**config.mk**
```make
export PLATFORM = sky130hd
export DESIGN_NAME = irq_ctrl_2lvl
export DESIGN_NICKNAME = d
export VERILOG_FILES = /design/src/rtl/irq_ctrl_2lvl.sv
export SDC_FILE = /design/constraint.sdc
export NUM_CORES = 1
export LEC_CHECK = 0
export BUFFER_PORTS_ARGS = -buffer_cell sky130_fd_sc_hd__buf_4
export CAP_MARGIN = 10
export CORE_UTILIZATION = 52
export CTS_BUF_LIST = sky130_fd_sc_hd__clkbuf_8 sky130_fd_sc_hd__clkbuf_16
export DETAILED_ROUTE_END_ITERATION = 16
export HOLD_SLACK_MARGIN = 0.05
export PLACE_DENSITY = 0.76
export SYNTH_ARGS = -nofsm -noshare
export SYNTH_HDL_FRONTEND = slang
export SYNTH_SLANG_ARGS = --single-unit
```
**constraint.sdc**
```tcl
create_clock -name clk -period 2.4 [get_ports clk]
set_input_delay 0.12 -clock clk [delete_from_list [all_inputs] [get_ports clk]]
set_output_delay 0.12 -clock clk [all_outputs]
set_load 0.05 [all_outputs]
```
**src/rtl/irq_ctrl_2lvl.sv**
```systemverilog
module irq_ctrl_2lvl #(
  parameter int NSRC       = 8,
  parameter int VEC_W      = 16,
  parameter int VEC_BASE   = 3,
  parameter int VEC_STRIDE = 8,
  parameter logic [NSRC-1:0] HW_CLR = 8'b0000_0101
) (
  input  logic             clk,
  input  logic             rst_n,
  input  logic [NSRC-1:0]  src_evt,
  input  logic             insn_done,
  input  logic             reti,
  input  logic             reg_we,
  input  logic [1:0]       reg_sel,
  input  logic [NSRC-1:0]  reg_wdata,
  output logic [NSRC-1:0]  reg_rdata,
  output logic             vec_req,
  output logic [VEC_W-1:0] vec_addr,
  output logic             vec_lvl,
  output logic [1:0]       in_service
);
  localparam int IDX_W = (NSRC > 1) ? $clog2(NSRC) : 1;

  logic [NSRC-1:0]  pend_q, en_q, prio_q, req, hi_req, lo_req, clr_mask;
  logic             gie_q, hi_any, lo_any, take_hi, take_lo, take;
  logic [IDX_W-1:0] hi_idx, lo_idx, win_idx;

  assign req    = pend_q & en_q & {NSRC{gie_q}};
  assign hi_req = req & prio_q;
  assign lo_req = req & ~prio_q;

  always_comb begin
    hi_any = 1'b0; hi_idx = '0;
    lo_any = 1'b0; lo_idx = '0;
    for (int i = NSRC - 1; i >= 0; i--) begin
      if (hi_req[i]) begin hi_any = 1'b1; hi_idx = IDX_W'(i); end
      if (lo_req[i]) begin lo_any = 1'b1; lo_idx = IDX_W'(i); end
    end
  end

  assign take_hi  = hi_any & ~in_service[1];
  assign take_lo  = lo_any & ~hi_any & (in_service == 2'b00);
  assign take     = insn_done & ~reti & (take_hi | take_lo);
  assign win_idx  = take_hi ? hi_idx : lo_idx;
  assign clr_mask = (take && HW_CLR[win_idx]) ? (NSRC'(1) << win_idx) : '0;

  always_comb begin
    case (reg_sel)
      2'd0:    reg_rdata = pend_q;
      2'd1:    reg_rdata = en_q;
      2'd2:    reg_rdata = prio_q;
      default: reg_rdata = {{(NSRC-1){1'b0}}, gie_q};
    endcase
  end

  always_ff @(posedge clk) begin
    if (!rst_n) begin
      pend_q     <= '0;
      en_q       <= '0;
      prio_q     <= '0;
      gie_q      <= 1'b0;
      vec_req    <= 1'b0;
      vec_addr   <= '0;
      vec_lvl    <= 1'b0;
      in_service <= 2'b00;
    end else begin
      pend_q <= src_evt |
                (((reg_we && reg_sel == 2'd0) ? reg_wdata : pend_q) & ~clr_mask);
      if (reg_we && reg_sel == 2'd1) en_q   <= reg_wdata;
      if (reg_we && reg_sel == 2'd2) prio_q <= reg_wdata;
      if (reg_we && reg_sel == 2'd3) gie_q  <= reg_wdata[0];
      vec_req <= take;
      if (take) begin
        vec_addr <= VEC_W'(VEC_BASE) + VEC_W'(win_idx) * VEC_W'(VEC_STRIDE);
        vec_lvl  <= take_hi;
        if (take_hi) in_service[1] <= 1'b1;
        else         in_service[0] <= 1'b1;
      end else if (reti) begin
        if (in_service[1]) in_service[1] <= 1'b0;
        else               in_service[0] <= 1'b0;
      end
    end
  end


  evt_latch_chk: assert property (@(posedge clk) disable iff (!rst_n)
    (pend_q & $past(src_evt)) == $past(src_evt));

  vec_boundary_chk: assert property (@(posedge clk) disable iff (!rst_n)
    vec_req |-> $past(insn_done));

  vec_not_on_reti_chk: assert property (@(posedge clk) disable iff (!rst_n)
    vec_req |-> !$past(reti));

  gie_mask_chk: assert property (@(posedge clk) disable iff (!rst_n)
    vec_req |-> $past(gie_q));

  lo_no_preempt_chk: assert property (@(posedge clk) disable iff (!rst_n)
    (vec_req && !vec_lvl) |-> ($past(in_service) == 2'b00));

  hi_no_nest_chk: assert property (@(posedge clk) disable iff (!rst_n)
    (vec_req && vec_lvl) |-> !$past(in_service[1]));

  reti_pop_chk: assert property (@(posedge clk) disable iff (!rst_n)
    (reti && in_service[1]) |=> !in_service[1]);
endmodule

```
; ---- Word level (Yosys, flattened, before mapping)
; Memory sizes are Yosys's and may differ from the RTL's.
; Index checks and enable logic that the tools add are counted.
[totals]
reg_bits = 45
romBits = 8
inputBits = 23
output_inout_bits = 28
wordCells = 88
mem_count = 1
[memory_table]
columns = memory, depth, width, read_ports, rd_clocked_by_memory_dff, write_ports, line_no
row1 = (name not given), 8, 1, 1, 0, 0, 45  ; assign clr_mask = (take && HW_CLR[win_idx]) ? (NSRC'(1) << win_idx) : '0;
[classes]
add_sub_neg = 1
n_lt_le_gt_ge = 1
n_eq_ne = 6
n_shift = 1
muxes = 42
n_bitwise = 17
reduce_logical = 10
[op_table]
columns = op, count
row1 = $mux W3, 17
row2 = $and A8 B8 Y8, 5
row3 = $pmux W8 S3, 1
row4 = $mux W1, 20
row5 = $mux W8, 2
row6 = $not A8 Y8, 2
row7 = $or A8 B8 Y8, 1
row8 = $shl A1 B3 Y8 const A, 1
row9 = $add A2 B6 Y7 const A, 1
row10 = $and A1 B1 Y1, 5
row11 = $logic_and A1 B1 Y1, 5
row12 = $eq A2 B2 Y1 const B, 2
row13 = $logic_not A2 Y1, 2
row14 = $lt A3 B4 Y1 const B, 1
row15 = $mux W2, 2
row16 = $ne A2 B2 Y1 const B, 2
row17 = $not A1 Y1, 3
row18 = $reduce_and A3 Y1, 1
row19 = $eq A2 B1 Y1 const B, 1
row20 = $ne A2 B1 Y1 const B, 1
row21 = $reduce_and A2 Y1, 1
row22 = $reduce_bool A2 Y1, 1
row23 = $or A1 B1 Y1, 1

; ---- Logic depth before layout (Yosys ltp)
[depth]
depth_word = 21
ltp_mapped = 7

; ---- Worst setup path after synthesis
; OpenSTA, ideal clock, no wires.
[synth_timing]
kind = input -> output
start = in reg_sel[1]
end = out reg_rdata[1]
t_arrival_ns = 1.736
required_ns = 2.280
setup_slack_ns = 0.544
stages = 3
path_cell_list = buf_1 mux2i_1 o21ai_0
[synth_between]
elab_chain_cells = 2
word_cells_on_any_way = 4
classes_between = 2 x eq/ne / 1 x mux / 1 x reduce/logical
[synth_rtl]
columns = item, line_no
row1 = from (decl), 14  ; input logic [1:0] reg_sel,
row2 = "$eq A2 B2 Y1, or another cell as far along", 48  ; case (reg_sel)
row3 = $pmux W8 S3 *, 48
row4 = to (decl), 16  ; output logic [NSRC-1:0] reg_rdata,
; Every way passes the cells marked *; elsewhere a longest branch is shown, timed or not.

; ---- Final worst setup path
[layout_timing]
start = in reti
end = reg pend_q[2]
[layout_between]
elab_chain_cells = 8
[layout_rtl]
columns = item, line_no
row1 = from (decl), 12  ; input logic reti,
row2 = $not A1 Y1, 43  ; assign take = insn_done & ~reti & (take_hi | take_lo);
row3 = $and A1 B1 Y1 (2 in series), 43
row4 = $logic_and A1 B1 Y1, 45
row5 = $mux W8, 45
row6 = $not A8 Y8, 68  ; (((reg_we && reg_sel == 2'd0) ? reg_wdata : pend_q) & ~clr_mask);
row7 = $and A8 B8 Y8, 68
row8 = $or A8 B8 Y8, 67  ; pend_q <= src_evt |
row9 = to (signal assigned), 67
row10 = to (decl), 24  ; logic [NSRC-1:0] pend_q, en_q, prio_q, req, hi_req, lo_req, clr_mask;
; No other way between the ends.
; A chain may end at the register's enable or synchronous reset.

==> flow_summary.toml <==
[synthesis]
ys_ff_latch = 33
synth_compound_area_share_pct = 16.0
synth_xor_area_share_pct = 0
async_flop_share_pct = 0
synth_edf_count = 0
synth_area_sq_um = 1900
avgSynthCellArea_sq_um = 8.46
synthAdderAreaFrac_pct = 0
synth_top_family_by_area = "simple AND/OR/NAND/NOR gates"
syn_inst = 225
ys_warn_count = 0
synthFlopType = "dfxtp_1"
synth_cell_type_count = 40
muxShareOfSynthArea_pct = 11.7
ys_seq_area_share_pct = 34.7
synthSimpleGateAreaFrac_pct = 29.0

[power_and_ir_drop]
power_leakage_nw = 1.01
ir_worst_vdd_uv = 353
total_power_mw = 1.22
power_density_nw_per_um2 = 523

[sta]
min_period_ns = 1.91
setup_slack_ns = 0.487
slew_viol_final = 0
fin_tns_setup_ns = 0
setup_viol = 0
slew_headroom_pct = 57.5
rsz0062_at_grt = "false"
fin_crit_sh_pct = 79.7
worst_pin_slew_ns = 0.636
fin_worst_skew_ns = 0.00212
finalHoldViolCount = 0
max_freq_ghz = 0.523

[clock_network]
cts_tree = "yes"
clockBufferDepth = 2
post_cts_buffers = 0
clk_latency_ns = 0.28
htreeDepth = 2
clkSinkCount = 33
cts.clk_slew.worst_paths_ns = 0.06
root_buffer = "clkbuf_8"
cts-buffers-inserted = 5

[routing]
dr.pass1.iters = 5
vias = 1769
routedWlPerCell_um = 14.1
ant_nets = 0
routed_wl_mm = 4.43
drt_iter0_markers = 89
drc_errors = 0
vias_per_cell = 5.63

[setup_path]
cpMaxStageDelayCell = "dlygate4sd3_1"
crit_path_start_kind = "input pin"
crit_chain = "dlygate4sd3_1 > buf_4 > nor3b_1 > o21ai_1 > o2bb2ai_1 > nor4_1 > o31ai_1"
path_max_fanout = 6
end_kind = "flip-flop"
worstSetupPathType = "in -> reg"
cp.required_ns = 2.56
worstPathArrival_ns = 2.08
slowest_delay_ns = 0.54

[finish]
fin_area_sq_um = 2330
fillers = 330
drive_gt1_share_pct = 22.4
regArea_sq_um = 661
multi_input_area_sq_um = 1130
antenna_cells = 0
nets = 291
final_common_cell = "buf_4"
post-route-util_pct = 68.3
area.growth.synth_to_final_pct = 22.5
final_cell_mix = "buf_4 (44), dfxtp_1 (33), nor2_1 (23)"

[flow_run]
cap_violations = 0

[global_routing]
grt_pass1_wl_mm = 7.46
antenna_found_initial = 0
grt_pass1_vias = 1663
grt_max_degree = 18
gr-total-overflow = 0
grtUsageTotal_pct = 24.0

[placed_design]
hpwl_mm = 3.22
port_buffers = 39
post-place-ws_ns = 0.566
gp_congestion = 0.901
postPlaceCellArea_sq_um = 2190

[floorplanning]
die_area_sq_um = 3910
start_util_pct = 55.8
die-height_um = 62.5
die-width_um = 62.5
row_count = 21
num_io_pins = 51
core_area_sq_um = 3420

[min_path]
hold_path.class = "in -> reg"

[outcome]
status = "finished clean"
## logic make-up (layout without fill, tap and decap cells)
group | Yosys count | count (layout)
flip-flops | 33 | 33
multiplexers | 21 | 21
other | 1 | 11
AND/OR/NAND/NOR | 97 | 97
AO/OA/AOI/OAI | 46 | 46
buffers and inverters | 27 | 60
## worst paths after layout
kind	startpoint	endpoint	slack (ns)	cells after the start
setup / recovery	reti	pend_q[2]$_SDFF_PN0_	0.49	7
hold / removal	src_evt[1]	pend_q[1]$_SDFF_PN0_	0.05	3
setup reg to reg	gie_q$_SDFFE_PN0P_	pend_q[0]$_SDFF_PN0_	0.50	7
hold reg to reg	vec_lvl$_SDFFE_PN0P_	vec_lvl$_SDFFE_PN0P_	0.47	2
## registers in the layout, summed over array words and instances, names as in the netlist
signal	count
vec_lvl	1
vec_req	1
vec_addr	4
en_q	8
prio_q	8
gie_q	1
in_service	2
pend_q	8
## layer usage
| metal | up-vias | routed length [um] | global-route usage (%) |
|---|---|---|---|
| li1 | 890 | - | - |
| met1 | 820 | 2030 | 29.1 |
| met2 | 51 | 2100 | 40.9 |
| met3 | 8 | 245 | 5.84 |
| met4 | 0 | 48 | 8.72 |
| met5 | - | 0 | 0 |
## Yosys cell counts (2+ instances only)
| library cell | instances | area, sq um |
|---|---|---|
| dfxtp_1 | 33 | 661 |
| nor2_1 | 23 | 86.3 |
| nand2_1 | 22 | 82.6 |
| mux2i_1 | 20 | 200 |
| buf_4 | 13 | 97.6 |
| o21ai_0 | 12 | 60.1 |
| a21oi_1 | 11 | 55.1 |
| nand3_1 | 11 | 55.1 |
| nand4_1 | 9 | 56.3 |
| a211oi_1 | 8 | 60.1 |
| clkbuf_1 | 8 | 30.0 |
| nand4b_1 | 8 | 70.1 |
| nor2b_1 | 7 | 43.8 |
| and4_1 | 4 | 35.0 |
| a31oi_1 | 3 | 18.8 |
| inv_1 | 3 | 11.3 |
| and4b_1 | 2 | 20.0 |
| nand4_2 | 2 | 25.0 |
| nor3b_1 | 2 | 15.0 |
| o211ai_1 | 2 | 15.0 |
| o21ai_1 | 2 | 10.0 |
| o31ai_1 | 2 | 15.0 |
## where the power goes
part	total [mW]	internal, mW	switching (mW)
Sequential	0.594	0.569	0.0250
Clock	0.411	0.223	0.188
Combinational	0.214	0.0790	0.135
Total	1.22	0.871	0.349
## critical path: cells and delay by family
| family | cells | cell delay [ns] |
|---|---|---|
| AOI/OAI and AO/OA | 3 | 0.60 |
| buffers and inverters | 2 | 0.68 |
| and+or+nand+nor | 2 | 0.68 |
## cell type report
class	instances	share of cell area, %
sequential	33	28.3
tap	46	2.47
clock inverter	1	0.161
clock buffer	6	3.54
inverter	3	0.483
timing repair buffer	50	16.7
multi-input combinational	175	48.3
## what timing repair did
action	4_1_cts	5_1_grt
gates resized for setup	0	0
hold endpoints to repair	5	1
setup endpoints to repair	0	0
hold buffers	5	1
## stage by stage
stage	std cells	hold WS, ns
2_1_floorplan	235	0.193
3_3_place_gp	301	0.304
3_5_place_dp	301	0.305
4_1_cts	313	0.0500
5_1_grt	314	0.0670
6_report	314	0.0475
Note: power is estimated with default switching activity, not from simulation.
